**src/rtl/mem_req_pipe_pkg.sv**
```systemverilog
package mem_req_pipe_pkg;

    // One pipeline slot: occupancy, memory needs, and whether its
    // request has already been answered while the pipe was frozen.
    typedef struct packed {
        logic valid;
        logic need_rd;
        logic need_wr;
        logic acked;
    } slot_t;

    typedef struct packed {
        slot_t s0;   // read slot
        slot_t s1;   // holding slot
        slot_t s2;   // write slot
    } pipe_t;

    localparam slot_t SLOT_EMPTY = '0;

endpackage

```
**src/rtl/mem_req_pipe_decode.sv**
```systemverilog
module mem_req_pipe_decode #(
    parameter int                 OP_W    = 6,
    parameter int                 NUM_OPS = 1 << OP_W,
    parameter logic [NUM_OPS-1:0] RD_NEED = '0,
    parameter logic [NUM_OPS-1:0] WR_NEED = '0
) (
    input  logic [NUM_OPS-1:0] strobe,
    output logic               hit,
    output logic               need_rd,
    output logic               need_wr
);

    logic [OP_W-1:0] op;

    // one-hot to binary opcode
    always_comb begin
        op = '0;
        for (int i = 0; i < NUM_OPS; i++) begin
            if (strobe[i]) begin
                op = op | OP_W'(i);
            end
        end
    end

    // need table lookup; result is registered by the read slot
    always_comb begin
        hit     = |strobe;
        need_rd = hit & RD_NEED[op];
        need_wr = hit & WR_NEED[op];
    end

endmodule

```
**src/rtl/mem_req_pipe_port.sv**
```systemverilog
module mem_req_pipe_port
    import mem_req_pipe_pkg::*;
#(
    parameter bit IS_WRITE = 1'b0
) (
    input  slot_t slot,
    input  logic  ready,
    output logic  req,
    output logic  blocked,
    output logic  acked_now
);

    logic need;

    generate
        if (IS_WRITE) begin : g_wr
            assign need = slot.need_wr;
        end else begin : g_rd
            assign need = slot.need_rd;
        end
    endgenerate

    assign req       = slot.valid & need & ~slot.acked;
    assign blocked   = req & ~ready;
    assign acked_now = req & ready;

endmodule

```
**src/rtl/mem_req_pipe.sv**
```systemverilog
module mem_req_pipe
    import mem_req_pipe_pkg::*;
#(
    parameter  int                 OP_W    = 6,
    localparam int                 NUM_OPS = 1 << OP_W,
    parameter  logic [NUM_OPS-1:0] RD_NEED = {(NUM_OPS/2){2'b10}},
    parameter  logic [NUM_OPS-1:0] WR_NEED = {(NUM_OPS/4){4'b1100}}
) (
    input  logic               clk,
    input  logic               rst,
    input  logic [NUM_OPS-1:0] instr_strobe,
    input  logic               rd_ready,
    input  logic               wr_ready,
    output logic               rd_req,
    output logic               wr_req,
    output logic               stall
);

    pipe_t st_d, st_q;

    logic new_hit, new_rd, new_wr;
    logic rd_blocked, wr_blocked, rd_ack, wr_ack;

    mem_req_pipe_decode #(
        .OP_W   (OP_W),
        .NUM_OPS(NUM_OPS),
        .RD_NEED(RD_NEED),
        .WR_NEED(WR_NEED)
    ) i_decode (
        .strobe (instr_strobe),
        .hit    (new_hit),
        .need_rd(new_rd),
        .need_wr(new_wr)
    );

    mem_req_pipe_port #(.IS_WRITE(1'b0)) i_rd_port (
        .slot     (st_q.s0),
        .ready    (rd_ready),
        .req      (rd_req),
        .blocked  (rd_blocked),
        .acked_now(rd_ack)
    );

    mem_req_pipe_port #(.IS_WRITE(1'b1)) i_wr_port (
        .slot     (st_q.s2),
        .ready    (wr_ready),
        .req      (wr_req),
        .blocked  (wr_blocked),
        .acked_now(wr_ack)
    );

    assign stall = rd_blocked | wr_blocked;

    always_comb begin
        st_d = st_q;
        if (stall) begin
            // frozen: only remember answers that did arrive
            if (rd_ack) begin
                st_d.s0.acked = 1'b1;
            end
            if (wr_ack) begin
                st_d.s2.acked = 1'b1;
            end
        end else begin
            st_d.s2       = st_q.s1;
            st_d.s2.acked = 1'b0;
            st_d.s1       = (st_q.s0.valid && st_q.s0.need_wr) ? st_q.s0 : SLOT_EMPTY;
            st_d.s1.acked = 1'b0;
            st_d.s0.valid   = new_hit;
            st_d.s0.need_rd = new_rd;
            st_d.s0.need_wr = new_wr;
            st_d.s0.acked   = 1'b0;
        end
    end

    always_ff @(posedge clk) begin
        if (rst) begin
            st_q <= '0;
        end else begin
            st_q <= st_d;
        end
    end

endmodule

```
**config.mk**
```make
export PLATFORM = sky130hd
export DESIGN_NAME = mem_req_pipe
export DESIGN_NICKNAME = d
export VERILOG_FILES = /design/src/rtl/mem_req_pipe_pkg.sv /design/src/rtl/mem_req_pipe_decode.sv /design/src/rtl/mem_req_pipe_port.sv /design/src/rtl/mem_req_pipe.sv
export SDC_FILE = /design/constraint.sdc
export NUM_CORES = 1
export LEC_CHECK = 0
export BUFFER_PORTS_ARGS = -buffer_cell sky130_fd_sc_hd__buf_2
export CAP_MARGIN = 20
export CORE_ASPECT_RATIO = 0.8
export CORE_UTILIZATION = 25
export DETAILED_ROUTE_END_ITERATION = 8
export PLACE_DENSITY = 0.76
export SETUP_SLACK_MARGIN = 0.15
export SYNTH_ARGS = -nofsm -noshare
export SYNTH_HDL_FRONTEND = slang
export SYNTH_SLANG_ARGS = --single-unit
```
**constraint.sdc**
```tcl
create_clock -name clk -period 1.9 [get_ports clk]
set_clock_uncertainty 0.2 [all_clocks]
set_input_delay 0.38 -clock clk [delete_from_list [all_inputs] [get_ports clk]]
set_output_delay 0.38 -clock clk [all_outputs]
set_load 0.02 [all_outputs]
```
==> results.cfg <==
[final_layout]
seqCellArea_um2 = 143
drive_gt1_frac = 0.657
fill_cells = 144
top_regs = st_q: 7 flops
largest_reg_flops = 7
nNetsFinal = 203
regMostFlops = st_q
utilization = 0.600
n_antenna_cell = 0
area_growth_pct = 108
mostFrequentLayoutCells = buf_2, nor4_1, buf_4
multi_input_area_um2 = 280
final_common_cell = buf_2

[critical_path]
crit_required_ns = 1.32
path_buf_inv = 2
crit_family = simple AND/OR/NAND/NOR gates
arrival_ns = 1.28
critPathMaxFanout = 2
cp_slowest_cell = or3b_4
cp_slowest_stage_delay_ns = 0.37
start_kind = flip-flop
crit_chain = or3b_4 -> and2_4 -> inv_2 -> buf_6
crit_path_end_kind = output port
crit_type = flip-flop to output port

[clock_tree]
clk_path_buf_depth = 2
hold_buffers = 0
htree_levels = 1
cts_tree = yes
clk_latency_ns = 0.26
clkSinkCount = 7
clkTransAtPathRegs_ns = 0.05
clock-root-buffer = clkbuf_4
cts_buffers = 3

[sta]
max_freq_mhz = 538
fin_crit_ns = 1.86
slew_violations = 0
slew_headroom = 0.783
rsz0062_at_grt = true
hold_viol = 0
fin_crit_sh = 0.978
finalSetupViolations = 0
tightest_slew_ns = 0.322
setup_ws_ns = 0.0425
tns_ns = 0

[power_and_ir_drop]
ir_worst_vdd_mv = 0.332
powerDensity_nw_per_um2 = 469
power_mw = 0.418
p_leak_nw = 0.462

[floorplan]
die_w_um = 48.3
start_util = 0.288
die-area_um2 = 1880
coreArea_um2 = 1490
row_count = 12
ios = 71
die_h_um = 39.0

[synthesis]
netlist_instances = 53
yosysWarnings = 0
ys_seq_area_frac = 0.327
synth-seq-cells = 7
ys_types = 21
syn-cell-area_um2 = 428
avgSynthCellArea_um2 = 8.07
synth_nets = 121

[grt]
grt_pass1_vias = 657
grt_pass1_wl_mm = 2.44
grt_max_degree = 8
grt_overflow = 0
antenna_found_initial = 0
grt_use_total = 0.192

[placement]
io_buffer_count = 70
gp_congestion = 0.746
dpl.hpwl_mm = 1.28
place_ws_ns = 0.0930

[detailed_routing]
wl_mm = 1.53
vias_per_cell = 4.77
ant_nets = 0
drc = 0
vias = 739
firstDrtPassIters = 4
wl_per_cell_um = 9.85
drtIter0Drc = 5

[outcome]
status = complete, no violations

[hold_path]
hp-class = input port to flip-flop

[run]
maxCapViolCount = 0
[area by class of cell]
| type | instances | share of cell area |
|---|---|---|
| timing repair buffer | 77 | 0.459 |
| multi-input combinational | 44 | 0.314 |
| sequential | 7 | 0.160 |
| clock buffer | 4 | 0.0295 |
| tap | 21 | 0.0295 |
| inverter | 2 | 0.00842 |
[power by group]
part           internal [mW]  switching (mW)
clock                 0.0804          0.0583
combinational         0.0767          0.0439
sequential             0.154         0.00457
[timing repair]
action                                  CTS  global route
setup buffers                             4             1
endpoints found under the setup margin    1             1
gates resized for setup                   4             0
pin swaps                                 1             0
[metal layers]
layer | share of wire | track usage
met5 | 0 | 0
met2 | 0.53 | 0.357
met1 | 0.37 | 0.190
met3 | 0.097 | 0.0888
met4 | 0 | 0.0417
[metrics by stage]
stage,instances,cell area [um2],hold WS [ns]
floorplan,53,428,0.226
CTS,154,885,0.180
global placement,146,820,0.242
detailed placement,146,820,0.249
finish,155,892,0.188
global route,155,892,0.179
[logic make-up after synthesis]
group	share of synthesized area
compound gates	0.111
flops	0.327
simple gates	0.544
buf+inv	0.0175
[worst register-to-register path, stage by stage (launching register included)]
cell	delay (ns)
dfxtp_2	0.32
or3b_4	0.37
and2_4	0.17
inv_2	0.06
buf_4	0.09
buf_4	0.11
nor2_2	0.04
a311oi_2	0.21
[Yosys cell counts, drive strengths merged]
master | number | area share
a311oi | 2 | 0.056
nand3 | 1 | 0.012
a31oi | 1 | 0.015
nand4bb | 1 | 0.026
nor2b | 1 | 0.015
nand4 | 3 | 0.058
dfxtp | 7 | 0.33
nor3 | 4 | 0.047
or3b | 1 | 0.026
nand2 | 2 | 0.018
inv | 2 | 0.018
nor2 | 7 | 0.067
and2 | 1 | 0.020
a21oi | 2 | 0.023
and4 | 1 | 0.020
nor4 | 16 | 0.23
a211oi | 1 | 0.018
[final timing paths]
kind | start | endpoint | slack (ns) | cells after the start
worst min register to register | st_q[7]$_SDFFE_PP0P_ | st_q[7]$_SDFFE_PP0P_ | 0.26 | 2
worst min-delay path | rst | st_q[1]$_SDFFE_PP0P_ | 0.19 | 2
worst max register to register | st_q[1]$_SDFFE_PP0P_ | st_q[11]$_SDFFE_PP0P_ | 0.25 | 7
worst max-delay path | st_q[1]$_SDFFE_PP0P_ | stall | 0.04 | 4
Note: power is estimated with default switching activity, not from simulation.
